**config.mk**
```make
export PLATFORM = sky130hd
export DESIGN_NAME = rsqrt_unit
export DESIGN_NICKNAME = d
export VERILOG_FILES = /design/src/rtl/rsqrt_pkg.sv /design/src/rtl/rsqrt_step.sv /design/src/rtl/rsqrt_serial.sv /design/src/rtl/rsqrt_pipe.sv /design/src/rtl/rsqrt_round.sv /design/src/rtl/rsqrt_unit.sv
export SDC_FILE = /design/constraint.sdc
export NUM_CORES = 1
export LEC_CHECK = 0
export CAP_MARGIN = 20
export CORE_ASPECT_RATIO = 0.9
export CORE_MARGIN = 2
export CORE_UTILIZATION = 59
export CTS_BUF_LIST = sky130_fd_sc_hd__clkbuf_4 sky130_fd_sc_hd__clkbuf_8
export DETAILED_ROUTE_END_ITERATION = 7
export PLACE_DENSITY = 0.76
export SLEW_MARGIN = 20
export SYNTH_ARGS = -nofsm -noshare
export SYNTH_HDL_FRONTEND = slang
export SYNTH_SLANG_ARGS = --single-unit
```
**constraint.sdc**
```tcl
create_clock -name clk -period 32.4 [get_ports clk]
set_clock_uncertainty 0.15 [all_clocks]
set_input_delay 3.24 -clock clk [delete_from_list [all_inputs] [get_ports clk]]
set_output_delay 3.24 -clock clk [all_outputs]
set_load 0.05 [all_outputs]
```
**src/rtl/rsqrt_pkg.sv**
```systemverilog
`timescale 1ns/1ps
package rsqrt_pkg;
  typedef enum logic {
    RSQ_SERIAL    = 1'b0,
    RSQ_PIPELINED = 1'b1
  } rsqrt_mode_e;

  // root width including the rounding/half bit
  function automatic int unsigned root_bits(int unsigned in_w);
    return in_w / 2 + 1;
  endfunction
endpackage

```
**src/rtl/rsqrt_step.sv**
```systemverilog
`timescale 1ns/1ps
module rsqrt_step #(
  parameter int unsigned IN_W = 32,
  localparam int unsigned HW = IN_W / 2,
  localparam int unsigned OW = HW + 1,
  localparam int unsigned RW = HW + 3
) (
  input  logic [RW-1:0] rem_i,
  input  logic [OW-1:0] root_i,
  input  logic [1:0]    pair_i,
  output logic [RW-1:0] rem_o,
  output logic [OW-1:0] root_o
);
  localparam int unsigned TW = RW + 2;

  logic [TW-1:0] trial, subtr, diff;
  logic          take;
  logic          step_unused;

  always_comb begin
    trial  = {rem_i, pair_i};
    subtr  = {{(TW-OW-2){1'b0}}, root_i, 2'b01};
    diff   = trial - subtr;
    take   = (trial >= subtr);
    root_o = {root_i[OW-2:0], take};
    rem_o  = take ? diff[RW-1:0] : trial[RW-1:0];
  end

  assign step_unused = ^{diff[TW-1:RW], trial[TW-1:RW], root_i[OW-1]};
endmodule

```
**src/rtl/rsqrt_serial.sv**
```systemverilog
`timescale 1ns/1ps
module rsqrt_serial #(
  parameter int unsigned IN_W = 32,
  localparam int unsigned HW = IN_W / 2,
  localparam int unsigned OW = HW + 1,
  localparam int unsigned RW = HW + 3,
  localparam int unsigned NI = HW + 1,
  localparam int unsigned CW = $clog2(NI + 1)
) (
  input  logic            clk,
  input  logic            rst_n,
  input  logic            in_valid,
  output logic            in_ready,
  input  logic [IN_W-1:0] in_data,
  output logic            out_valid,
  input  logic            out_ready,
  output logic [OW-1:0]   root_o
);
  logic            busy_q, busy_d;
  logic            outv_q, outv_d;
  logic [CW-1:0]   cnt_q, cnt_d;
  logic [IN_W-1:0] data_q;
  logic [RW-1:0]   rem_q, s_rem, s_rem_nx;
  logic [OW-1:0]   root_q, s_root, s_root_nx;
  logic [1:0]      s_pair;
  logic            accept, step_en;

  assign in_ready  = !busy_q && (!outv_q || out_ready);
  assign accept    = in_valid && in_ready;
  assign step_en   = accept || busy_q;
  assign out_valid = outv_q;
  assign root_o    = root_q;

  // the first iteration runs on the acceptance edge itself
  always_comb begin
    s_rem  = accept ? '0 : rem_q;
    s_root = accept ? '0 : root_q;
    s_pair = accept ? in_data[IN_W-1 -: 2] : data_q[IN_W-1 -: 2];
  end

  rsqrt_step #(.IN_W(IN_W)) u_step (
    .rem_i (s_rem),
    .root_i(s_root),
    .pair_i(s_pair),
    .rem_o (s_rem_nx),
    .root_o(s_root_nx)
  );

  always_comb begin
    busy_d = busy_q;
    outv_d = outv_q;
    cnt_d  = cnt_q;
    if (accept) begin
      busy_d = 1'b1;
      outv_d = 1'b0;
      cnt_d  = CW'(1);
    end else if (busy_q) begin
      cnt_d = cnt_q + CW'(1);
      if (cnt_q == CW'(NI - 1)) begin
        busy_d = 1'b0;
        outv_d = 1'b1;
      end
    end else if (outv_q && out_ready) begin
      outv_d = 1'b0;
    end
  end

  always_ff @(posedge clk or negedge rst_n) begin
    if (!rst_n) begin
      busy_q <= 1'b0;
      outv_q <= 1'b0;
      cnt_q  <= '0;
    end else begin
      busy_q <= busy_d;
      outv_q <= outv_d;
      cnt_q  <= cnt_d;
    end
  end

  always_ff @(posedge clk) begin
    if (step_en) begin
      data_q <= accept ? (in_data << 2) : (data_q << 2);
      rem_q  <= s_rem_nx;
      root_q <= s_root_nx;
    end
  end

  // once an operand is taken the input side closes
  p_ready_low_r5: assert property (@(posedge clk) disable iff (!rst_n)
    accept |=> !in_ready);
  // a result is only raised after the full iteration count
  p_done_count_r5: assert property (@(posedge clk) disable iff (!rst_n)
    $rose(outv_q) |-> ($past(busy_q) && $past(cnt_q) == CW'(NI - 1)));
endmodule

```
**src/rtl/rsqrt_pipe.sv**
```systemverilog
`timescale 1ns/1ps
module rsqrt_pipe #(
  parameter int unsigned IN_W = 32,
  localparam int unsigned HW = IN_W / 2,
  localparam int unsigned OW = HW + 1,
  localparam int unsigned RW = HW + 3,
  localparam int unsigned NI = HW + 1
) (
  input  logic            clk,
  input  logic            rst_n,
  input  logic            in_valid,
  output logic            in_ready,
  input  logic [IN_W-1:0] in_data,
  output logic            out_valid,
  input  logic            out_ready,
  output logic [OW-1:0]   root_o
);
  logic            vld_q  [NI];
  logic [RW-1:0]   rem_q  [NI];
  logic [OW-1:0]   root_q [NI];
  logic [IN_W-1:0] dat_q  [NI];
  logic            adv;
  logic            pipe_unused;

  assign adv       = !(vld_q[NI-1] && !out_ready);
  assign in_ready  = adv;
  assign out_valid = vld_q[NI-1];
  assign root_o    = root_q[NI-1];
  assign pipe_unused = ^{dat_q[NI-1], rem_q[NI-1]};

  for (genvar k = 0; k < NI; k++) begin : g_stage
    logic            v_in;
    logic [RW-1:0]   r_in, r_nx;
    logic [OW-1:0]   q_in, q_nx;
    logic [IN_W-1:0] d_in;

    if (k == 0) begin : g_head
      assign v_in = in_valid;
      assign r_in = '0;
      assign q_in = '0;
      assign d_in = in_data;
    end else begin : g_link
      assign v_in = vld_q[k-1];
      assign r_in = rem_q[k-1];
      assign q_in = root_q[k-1];
      assign d_in = dat_q[k-1];
    end

    rsqrt_step #(.IN_W(IN_W)) u_step (
      .rem_i (r_in),
      .root_i(q_in),
      .pair_i(d_in[IN_W-1 -: 2]),
      .rem_o (r_nx),
      .root_o(q_nx)
    );

    always_ff @(posedge clk or negedge rst_n) begin
      if (!rst_n) vld_q[k] <= 1'b0;
      else if (adv) vld_q[k] <= v_in;
    end

    always_ff @(posedge clk) begin
      if (adv) begin
        rem_q[k]  <= r_nx;
        root_q[k] <= q_nx;
        dat_q[k]  <= d_in << 2;
      end
    end
  end

  // a blocked output freezes the last stage
  p_stall_freeze_r7: assert property (@(posedge clk) disable iff (!rst_n)
    (vld_q[NI-1] && !out_ready) |=> (vld_q[NI-1] && $stable(root_q[NI-1])));
  // an accepted operand occupies the first stage next cycle
  p_enter_r4: assert property (@(posedge clk) disable iff (!rst_n)
    (in_valid && in_ready) |=> vld_q[0]);
endmodule

```
**src/rtl/rsqrt_round.sv**
```systemverilog
`timescale 1ns/1ps
module rsqrt_round #(
  parameter int unsigned OUT_W = 17
) (
  input  logic [OUT_W-1:0] root_i,
  output logic [OUT_W-1:0] rounded_o
);
  // bit 0 is the half bit from the extra iteration
  assign rounded_o = {1'b0, root_i[OUT_W-1:1]} + {{(OUT_W-1){1'b0}}, root_i[0]};
endmodule

```
**src/rtl/rsqrt_unit.sv**
```systemverilog
`timescale 1ns/1ps
module rsqrt_unit
  import rsqrt_pkg::*;
#(
  parameter rsqrt_mode_e MODE = RSQ_PIPELINED,
  parameter int unsigned IN_W = 32,
  localparam int unsigned OUT_W = root_bits(IN_W)
) (
  input  logic             clk,
  input  logic             rst_n,
  input  logic             in_valid,
  output logic             in_ready,
  input  logic [IN_W-1:0]  in_data,
  output logic             out_valid,
  input  logic             out_ready,
  output logic [OUT_W-1:0] out_data
);
  localparam int unsigned HW = IN_W / 2;

  logic [1:0]       rst_sync_q;
  logic             rst_int_n;
  logic [OUT_W-1:0] root_full;

  always_ff @(posedge clk or negedge rst_n) begin
    if (!rst_n) rst_sync_q <= '0;
    else        rst_sync_q <= {rst_sync_q[0], 1'b1};
  end
  assign rst_int_n = rst_sync_q[1];

  if (MODE == RSQ_SERIAL) begin : g_serial
    rsqrt_serial #(.IN_W(IN_W)) u_core (
      .clk(clk), .rst_n(rst_int_n),
      .in_valid(in_valid), .in_ready(in_ready), .in_data(in_data),
      .out_valid(out_valid), .out_ready(out_ready), .root_o(root_full)
    );
  end else begin : g_pipe
    rsqrt_pipe #(.IN_W(IN_W)) u_core (
      .clk(clk), .rst_n(rst_int_n),
      .in_valid(in_valid), .in_ready(in_ready), .in_data(in_data),
      .out_valid(out_valid), .out_ready(out_ready), .root_o(root_full)
    );
  end

  rsqrt_round #(.OUT_W(OUT_W)) u_round (
    .root_i   (root_full),
    .rounded_o(out_data)
  );

  // an offered result is held until taken
  p_hold_r6: assert property (@(posedge clk) disable iff (!rst_int_n)
    (out_valid && !out_ready) |=> (out_valid && $stable(out_data)));
  // rounded result never exceeds 2^(IN_W/2)
  p_range_r2: assert property (@(posedge clk) disable iff (!rst_int_n)
    out_valid |-> (out_data <= (OUT_W'(1) << HW)));
endmodule

```
==> results.txt, run 1 <==
# setup viols final: 0
CP endpoint kind: output port
Syn_nets: 2720
Mapped cell area: 32670 sq um
Final worst-path cycle share: 25.43%
Largest net degree at the start of global routing: 200
Sequential area share after synthesis: 63.51%
WS Path Type: in2out
Final Slew Violations: 0
Power per cell area: 93.85 nW/um^2
Post-synth EDFFs: 675
Max cap viols: 0
TNS Setup: 0 ns
Post-CTS Setup Bufs: 0
Fin crit period: 8.240 ns
Fmax: 121.4 MHz
Wirelength per Cell: 16.83 um
RSZ-0062 raised after global routing: false
Dominant cell type by area after synthesis: edfxtp_1
Antenna-violating nets left: 0
# port buffers: 54
Number of global-route vias before repair: 19090
First-pass GRT wire length: 94920 um
Clk pwr share: 21.5%
Layout cells sized above 1: 9.505%
Vias post-DR: 19860
Post-Place Cells: 3242
Crit path required time: 29.01 ns
Crit path arrival time: 4.85 ns
Synth Warn #: 0
Top-count cell post-synth: edfxtp_1
Power, Total: 3401 uW
P_sw: 1115 uW
Outcome: complete, no violations
Die height: 227.2 um
HP Class: reg2async
Synth Instances: 2512
Nature of the critical path startpoint: input port
CTS Hold Buffers Added: 0
Die ar.: 57270 sq um
Max stage delay on crit path: 0.86 ns
Worst slew margin: 21.58%
CP max FO: 22
Share of power burned in registers: 48.6%
GR Overflow Total: 0
Ys flop type: edfxtp_1
Row count: 81
CTS Buf Count: 108
Initial antenna violation count: 0
# resized after CTS: 0
# clock sinks: 694
Crit-path slowest cell: clkdlybuf4s50_1
CTS tree: built
Crit-path cells: clkdlybuf4s50_1 -> nand2b_4 -> clkdlybuf4s50_1
Vias per cell: 5.791
Top cell by count, worst path: clkdlybuf4s50_1
Final std cells w/o fill: 3430
Yosys cell types: 83
Die width: 252.0 um
Post-synth top area share: 62.05%
FILL cells: 3878
Post-synthesis async set-or-reset flop share: 2.738%
DRC: 0
Net Sw Frac: 32.78%
Initial core utilization: 59.91%
Total global-route track usage: 20.42%
Final Hold Fails: 0
Static leakage: 0.01436 uW
Initial DRC Count: 1794
Synth Register Bits: 694
Commonest cells in the netlist: 675 x edfxtp_1, 200 x inv_1, 181 x nor2_1, 172 x ha_1, 154 x a21oi_1
Slew @ Worst Pin: 1.166 ns
H-tree levels: 3
GPL Wtd Cong: 0.9222
Hold WS: 0.1386 ns
DPL Wire Length: 40060 um
Combinational share of power: 29.9%
Int Pwr: 2286 uW
P&R area growth vs syn: 10.94%
Synthesized area per cell: 13.00 sq um
Core area: 54520 sq um
Reg2Reg Setup Slack: 27.80 ns
Synth area leaders: edfxtp_1 62%, ha_1 6.6%, xnor2_1 3.1%
Final wirelength: 57730 um
Clk Latency, worst-skew pair: 0.71 ns
Layout net count: 2856
Max VDD drop: 0.05796 mV
# IOs: 55
Inserted Diodes: 0
CTS root buffer: clkbuf_8
Detailed Routing Iterations Pass 1: 5
Max Buffers Root-to-Sink: 3
Clock Pin Slew Worst Setup and Hold Paths: 0.06 ns
final cells by class:
class | count | area (sq um) | share of cell area (%)
Sequential cell | 694 | 20740 | 57.24
Multi-Input combinational cell | 1574 | 11010 | 30.39
Clock buffer | 145 | 1795 | 4.954
Tap cell | 705 | 882.1 | 2.434
Inverter | 201 | 754.5 | 2.082
Timing Repair Buffer | 69 | 685.7 | 1.892
Clock inverter | 42 | 364.1 | 1.005
worst paths after layout:
path	start	end	depth (start not counted)
worst min-delay path	rst_sync_q[1]	g_pipe.u_core.g_stage[4].v_in	0
worst min register to register	rst_sync_q[1]	g_pipe.u_core.g_stage[4].v_in	0
worst max-delay path	out_ready	in_ready	3
max in group asynchronous	rst_n	rst_sync_q[0]	1
worst max register to register	g_pipe.u_core.out_valid	g_pipe.u_core.rem_q[0][183]	5
min in group clk	rst_sync_q[0]	rst_sync_q[1]	0
routing by layer:
metal	wire length, um	GRT usage, %
met1	26450	29.99
met4	1150	5.784
met5	0	0
met3	3918	4.105
met2	26210	31.31
critical path: cells and delay by family:
kind                   cells  cell delay [ns]
buffers and inverters      2             1.32
and+or+nand+nor            1             0.28
cell families (layout without fill, tap and decap cells):
kind of cell,Yosys count,count (layout),synth area share [%]
and+or+nand+nor,653,653,10.15
muxes,52,52,1.773
AOI/OAI and AO/OA,469,469,9.001
DFF,694,694,63.51
xor gates and xnor gates,226,226,6.060
other,2,2,0.02299
buffers and inverters,244,457,2.896
adders and majority gates,172,172,6.588
placed cells by master, fill, tap and decap left out, types with 13 or more instances in the layout:
master,instances
edfxtp_1,675
inv_1,200
nor2_1,181
ha_1,172
a21oi_1,154
nand2_1,119
xnor2_1,117
o21ai_0,114
clkbuf_8,113
xor2_1,109
nor3_1,72
clkdlybuf4s50_1,54
mux2_2,43
a21o_1,42
nand3_1,38
nor4_1,36
or3_1,35
nand2b_1,32
clkbuf_4,32
o21a_1,31
nand4_1,24
nor2b_1,22
clkinv_1,21
or4_1,19
dfrtp_1,19
a211oi_1,17
o211ai_1,15
or2_2,14
and3_1,13
a31oi_1,13
flip-flops by register name, summed over array words and instances, names as in the netlist:
register	cells
rst_sync_q	2
g_pipe.u_core.g_stage.v_in	16
g_pipe.u_core.root_q	153
g_pipe.u_core.dat_q	240
g_pipe.u_core.out_valid	1
g_pipe.u_core.rem_q	282
power groups by stage:
stage	Clock, uW	Sequential, uW	Combinational [uW]
floorplan	0	1780	789
global placement	0	1650	956
detailed placement	0	1670	1000
CTS	753	1650	1010
global route	790	1690	1130
finish	731	1650	1020
stage by stage:
| stage | utilization (%) | cell area, sq um | setup slack (ns) |
|---|---|---|---|
| floorplan | - | 32670 | 6.576 |
| global placement | 62.46 | 34050 | 24.16 |
| detailed placement | 62.46 | 34050 | 24.16 |
| CTS | 66.42 | 36210 | 24.15 |
| global route | 66.46 | 36240 | 24.10 |
| finish | 66.46 | 36240 | 24.16 |
(Power assumes the default switching activity.)
==> inputs of run 2 (changes only) <==
- clock period: 32.4 -> 8.33 ns (I/O delays scaled with it)
==> results.txt, run 2 (same netlist as run 1, synthesis figures left out) <==
# port buffers: 54 (unchanged)
Number of global-route vias before repair: 18860 (-1.2%)
Vias post-DR: 19760 (-0.51%)
Final Slew Violations: 0 (unchanged)
Layout cells sized above 1: 9.534% (+0.030 points)
Slew @ Worst Pin: 1.129 ns (-0.03764 ns)
CTS Hold Buffers Added: 0 (unchanged)
RSZ-0062 raised after global routing: false
Hold WS: 0.1010 ns (-0.03758 ns)
Final Util: 66.43% (about the same)
DRC: 0 (unchanged)
Largest net degree at the start of global routing: 184 (-8.0%)
# IOs: 55 (unchanged)
P_sw: 4387 uW (+290%)
Post-CTS Setup Bufs: 0 (unchanged)
Vias per cell: 5.758 (-0.57%)
Total global-route track usage: 20.77% (+0.35 points)
Final worst-path cycle share: 51.96%
Initial antenna violation count: 0 (unchanged)
Final wirelength: 58910 um (+2.0%)
Layout net count: 2854 (-0.070%)
Max cap viols: 0 (unchanged)
Inserted Diodes: 0 (unchanged)
First-pass GRT wire length: 95090 um (+0.18%)
Combinational share of power: 29.9% (about the same)
Die height: 227.2 um (unchanged)
Crit-path cells: ha_1 -> a21oi_1 -> nand2_1 -> o41ai_1 -> o221ai_1 -> nor2_2 -> inv_1 -> mux2_2
Crit-path slowest cell: o41ai_1
Max FFs per register: 282 (unchanged)
Reg-to-reg endpoint: g_pipe.u_core.rem_q[0][275]
Fmax: 231.0 MHz
DPL Wire Length: 41250 um (+3.0%)
Detailed Routing Iterations Pass 1: 5 (unchanged)
Wirelength per Cell: 17.17 um (+2.0%)
Most common cell after layout, fill and taps aside: edfxtp_1
CTS tree: built
Reg-to-Reg Start: g_pipe.u_core.rem_q[0][248]
Row count: 81 (unchanged)
CP max FO: 27 (+23%)
Worst slew margin: 23.77% (+2.2 points)
Delay-heaviest family, CP: compound AO/OA/AOI/OAI gates
Die width: 252.0 um (unchanged)
Share of power burned in registers: 48.7% (about the same)
GPL Wtd Cong: 0.8774 (-4.9%)
P&R area growth vs syn: 10.89% (about the same)
HP Class: in2async
Clk Latency, worst-skew pair: 0.74 ns (+0.03 ns)
Final Hold Fails: 0 (unchanged)
Power, Total: 13230 uW (+290%)
Buffers & Inverters on Critical Path: 1 (-1)
Initial core utilization: 59.91% (unchanged)
Crit path arrival time: 4.67 ns (-0.18 ns)
Reg2Reg Setup Slack: 4.00 ns (-23.80 ns)
Outcome: complete, no violations
CTS Buf Count: 106 (-1.9%)
Clk pwr share: 21.4% (about the same)
# resized after CTS: 0 (unchanged)
WS Path Type: reg2reg
Core area: 54520 sq um (unchanged)
Max Buffers Root-to-Sink: 3 (unchanged)
# setup viols final: 0 (unchanged)
Net Sw Frac: 33.15% (+0.36 points)
H-tree levels: 3 (unchanged)
Static leakage: 0.01436 uW (about the same)
Clock Pin Slew Worst Setup and Hold Paths: 0.06 ns (about the same)
Power per cell area: 365.4 nW/um^2 (+290%)
Path depth of the worst reg2reg path: 8 (+3)
Most flops, register: g_pipe.u_core.rem_q
Max VDD drop: 0.2138 mV (+270%)
Initial DRC Count: 1784 (-0.56%)
CP endpoint kind: flip-flop
Int Pwr: 8847 uW (+290%)
Most frequent cells in the layout: 675 x edfxtp_1, 200 x inv_1, 181 x nor2_1
Fin crit period: 4.328 ns
Max stage delay on crit path: 0.92 ns (+0.06 ns)
Antenna-violating nets left: 0 (unchanged)
Crit path required time: 8.67 ns (-20.34 ns)
TNS Setup: 0 ns (unchanged)
GR Overflow Total: 0 (unchanged)
CTS root buffer: clkbuf_8
Nature of the critical path startpoint: flip-flop
# clock sinks: 694 (unchanged)
Regs by FF count: g_pipe.u_core.rem_q: 282 flops, g_pipe.u_core.dat_q: 240 flops, g_pipe.u_core.root_q: 153 flops
Die ar.: 57270 sq um (unchanged)
[run 2: cell count changes in the layout (fill, tap and decap cells not counted), sizes merged]
cell      previous run  this run
clkbuf             145       141
clkinv              32        36
inv                205       207
bufinv               5         4
clkinvlp             1         2
[run 2: worst max-delay path by stage]
stage | start | cells past startpoint | slack [ns] | end
final | g_pipe.u_core.rem_q[0][248] | 8 | 4.00 | g_pipe.u_core.rem_q[0][275]
after global placement | out_ready | 4 | 3.94 | g_pipe.u_core.rem_q[0][130]
after detailed placement | out_ready | 4 | 3.86 | g_pipe.u_core.rem_q[0][131]
after global routing | g_pipe.u_core.rem_q[0][248] | 8 | 3.79 | g_pipe.u_core.rem_q[0][275]
after floorplan | out_ready | 4 | 1.09 | g_pipe.u_core.g_stage[10].v_in
after CTS | g_pipe.u_core.root_q[0][275] | 7 | 4.10 | out_data[13]
[run 2: routing by layer]
layer,GRT usage [%],part of all wire (%)
met5,0,0
met4,6.490,2.1
met3,4.459,6.2
met2,31.30,44
met1,30.53,48
[run 2: through the flow]
stage | std cells | setup WS [ns] | instance area [sq um]
after floorplan | 2512 | 1.092 | 32670
after CTS | 3432 | 4.105 | 36200
after global routing | 3432 | 3.786 | 36220
after global placement | 3243 | 3.936 | 34050
final | 3432 | 4.002 | 36220
after detailed placement | 3243 | 3.858 | 34050
[run 2: cell type report]
cell class                 count  area [sq um]
timing repair buffer          69         673.1
sequential                   694         20740
fill                        3895         18300
clock buffer                 141          1753
tap                          705         882.1
multi-input combinational   1574         11010
inverter                     201         754.5
clock inverter                48         401.6
[run 2: power groups by stage]
stage | logic (uW) | registers (uW) | clock network (uW)
6_report | 3950 | 6450 | 2830
4_1_cts | 3920 | 6460 | 2920
3_5_place_dp | 3900 | 6510 | 0
3_3_place_gp | 3760 | 6460 | 0
5_1_grt | 4400 | 6590 | 3060
2_1_floorplan | 3050 | 6400 | 0
==> inputs of run 3 (changes only) <==
- clock period: 8.33 -> 4.2 ns (I/O delays scaled with it)
==> results.txt, run 3 (same netlist as run 1, synthesis figures left out) <==
Static leakage: 0.01452 uW (+1.2%)
CP endpoint kind: flip-flop
Regs by FF count: g_pipe.u_core.rem_q: 282 flops, g_pipe.u_core.dat_q: 240 flops, g_pipe.u_core.root_q: 153 flops
Fin crit period: 3.764 ns (-0.5645 ns)
Die ar.: 57270 sq um (unchanged)
Row count: 81 (unchanged)
Layout net count: 2861 (+0.25%)
Max FFs per register: 282 (unchanged)
Delay-heaviest family, CP: compound AO/OA/AOI/OAI gates
Most frequent cells in the layout: 675 x edfxtp_1, 200 x inv_1, 181 x nor2_1
Initial DRC Count: 1765 (-1.1%)
CP max FO: 13 (-52%)
GPL Wtd Cong: 0.9218 (+5.1%)
Detailed Routing Iterations Pass 1: 7 (+2)
FILL cells: 3811 (-2.2%)
Top cell by count, worst path: inv_1
Hold WS: 0.08859 ns (-0.01245 ns)
Crit path required time: 4.53 ns (-4.14 ns)
Final wirelength: 59090 um (+0.30%)
HP Class: in2reg
Outcome: complete, no violations
Layout cells sized above 1: 9.989% (+0.45 points)
H-tree levels: 3 (unchanged)
Max stage delay on crit path: 0.60 ns (-0.32 ns)
GR Overflow Total: 0 (unchanged)
Max cap viols: 0 (unchanged)
Crit-path cells: inv_1 -> ha_1 -> a21oi_1 -> nand2_1 -> o41ai_1 -> buf_4 -> o221ai_1 -> nor2_2 -> inv_1 -> mux2_2
First-pass GRT wire length: 95110 um (about the same)
Fmax: 265.7 MHz (+15%)
Die height: 227.2 um (unchanged)
Antenna-violating nets left: 0 (unchanged)
Core area: 54520 sq um (unchanged)
Total global-route track usage: 20.70% (-0.072 points)
CTS Buf Count: 108 (+1.9%)
Max Buffers Root-to-Sink: 3 (unchanged)
DPL Wire Length: 41320 um (+0.17%)
Clock Pin Slew Worst Setup and Hold Paths: 0.06 ns (about the same)
Slew @ Worst Pin: 1.200 ns (+0.07112 ns)
Final std cells w/o fill: 3449 (+0.50%)
Final worst-path cycle share: 89.61% (+38 points)
Most flops, register: g_pipe.u_core.rem_q
CTS root buffer: clkbuf_8
Final Hold Fails: 0 (unchanged)
RSZ-0062 raised after global routing: false
DRC: 0 (unchanged)
Clk Latency, worst-skew pair: 0.74 ns (about the same)
Nature of the critical path startpoint: flip-flop
Vias post-DR: 19810 (+0.26%)
Number of global-route vias before repair: 19000 (+0.74%)
# IOs: 55 (unchanged)
Largest net degree at the start of global routing: 165 (-10%)
Vias per cell: 5.744 (-0.24%)
Initial core utilization: 59.91% (unchanged)
Final instance area: 36580 sq um (+0.97%)
Initial antenna violation count: 0 (unchanged)
# port buffers: 54 (unchanged)
Power, Total: 26860 uW (+100%)
Worst slew margin: 19.27% (-4.5 points)
# setup viols final: 0 (unchanged)
Most common cell after layout, fill and taps aside: edfxtp_1
Wirelength per Cell: 17.13 um (-0.20%)
# clock sinks: 694 (unchanged)
Post-DP Area: 34150 sq um (+0.29%)
Die width: 252.0 um (unchanged)
TNS Setup: 0 ns (unchanged)
Crit path arrival time: 4.10 ns (-0.57 ns)
P&R area growth vs syn: 11.97%
Max VDD drop: 0.7262 mV (+240%)
Buffers & Inverters on Critical Path: 3 (+2)
CTS tree: built
Crit-path slowest cell: nor2_2
WS Path Type: reg2reg
Final Slew Violations: 0 (unchanged)
Post-CTS Setup Bufs: 0 (unchanged)
Post-Place Cells: 3247 (+0.12%)
Power per cell area: 734.3 nW/um^2 (+100%)
-- run 3: cell count changes in the layout (fill, tap and decap cells not counted), moves of 2 or more --
| cell | delta |
|---|---|
| clkinv_2 | +5 |
| clkinv_16 | +2 |
| bufinv_16 | +8 |
| buf_12 | +5 |
| inv_12 | +2 |
| clkinv_1 | +2 |
| clkbuf_4 | -3 |
| buf_6 | -2 |
| inv_16 | -2 |
-- run 3: final timing paths --
check                           cells after the start                              to                         start  slack, ns
worst min-delay path                                1      g_pipe.u_core.dat_q[0][19]                   in_data[19]       0.09
worst max-delay path                               10     g_pipe.u_core.rem_q[0][275]  g_pipe.u_core.root_q[0][222]       0.44
min in group asynchronous                           0  g_pipe.u_core.g_stage[15].v_in                 rst_sync_q[1]       0.12
worst max register to register                     10     g_pipe.u_core.rem_q[0][275]  g_pipe.u_core.root_q[0][222]       0.44
max in group asynchronous                           0   g_pipe.u_core.g_stage[9].v_in                 rst_sync_q[1]       3.36
worst min register to register                      0  g_pipe.u_core.g_stage[15].v_in                 rst_sync_q[1]       0.12
-- run 3: layout make-up --
type | count | area, sq um | area share (%)
flip-flops and latches | 694 | 20740 | 56.72
multi-input cells | 1574 | 11010 | 30.09
clock buffers | 137 | 1717 | 4.693
well taps | 705 | 882.1 | 2.412
repair buffers | 74 | 768.2 | 2.100
inverters | 201 | 754.5 | 2.063
clock inverters | 63 | 699.4 | 1.912
diodes | 1 | 2.502 | 0.006842
-- run 3: per-stage QoR --
stage,setup WS (ns),util (%)
2_1_floorplan,0.6231,-
3_3_place_gp,0.1831,62.62
3_5_place_dp,0.6224,62.63
4_1_cts,0.4005,67.08
5_1_grt,0.2772,67.08
6_report,0.4362,67.08
-- run 3: layer usage --
layer / global-route usage, % / up-vias / routed length [um]
li1: - / 9644 / -
met1: 30.22 / 9422 / 27600
met2: 31.55 / 610 / 26380
met3: 4.093 / 136 / 3625
met4: 6.757 / 0 / 1489
met5: 0 / - / 0
-- run 3: where the power goes --
group	switching [uW]	total [uW]	internal, uW
Combinational	4660	7910	3250
Clock	2710	6200	3490
Sequential	1440	12700	11300
Total	8810	26900	18000
-- run 3: what timing repair did --
action,4_1_cts,5_1_grt
endpoints found under the hold margin,2,0
endpoints found under the setup margin,0,0
gates resized for setup,0,0
hold buffers,1,0
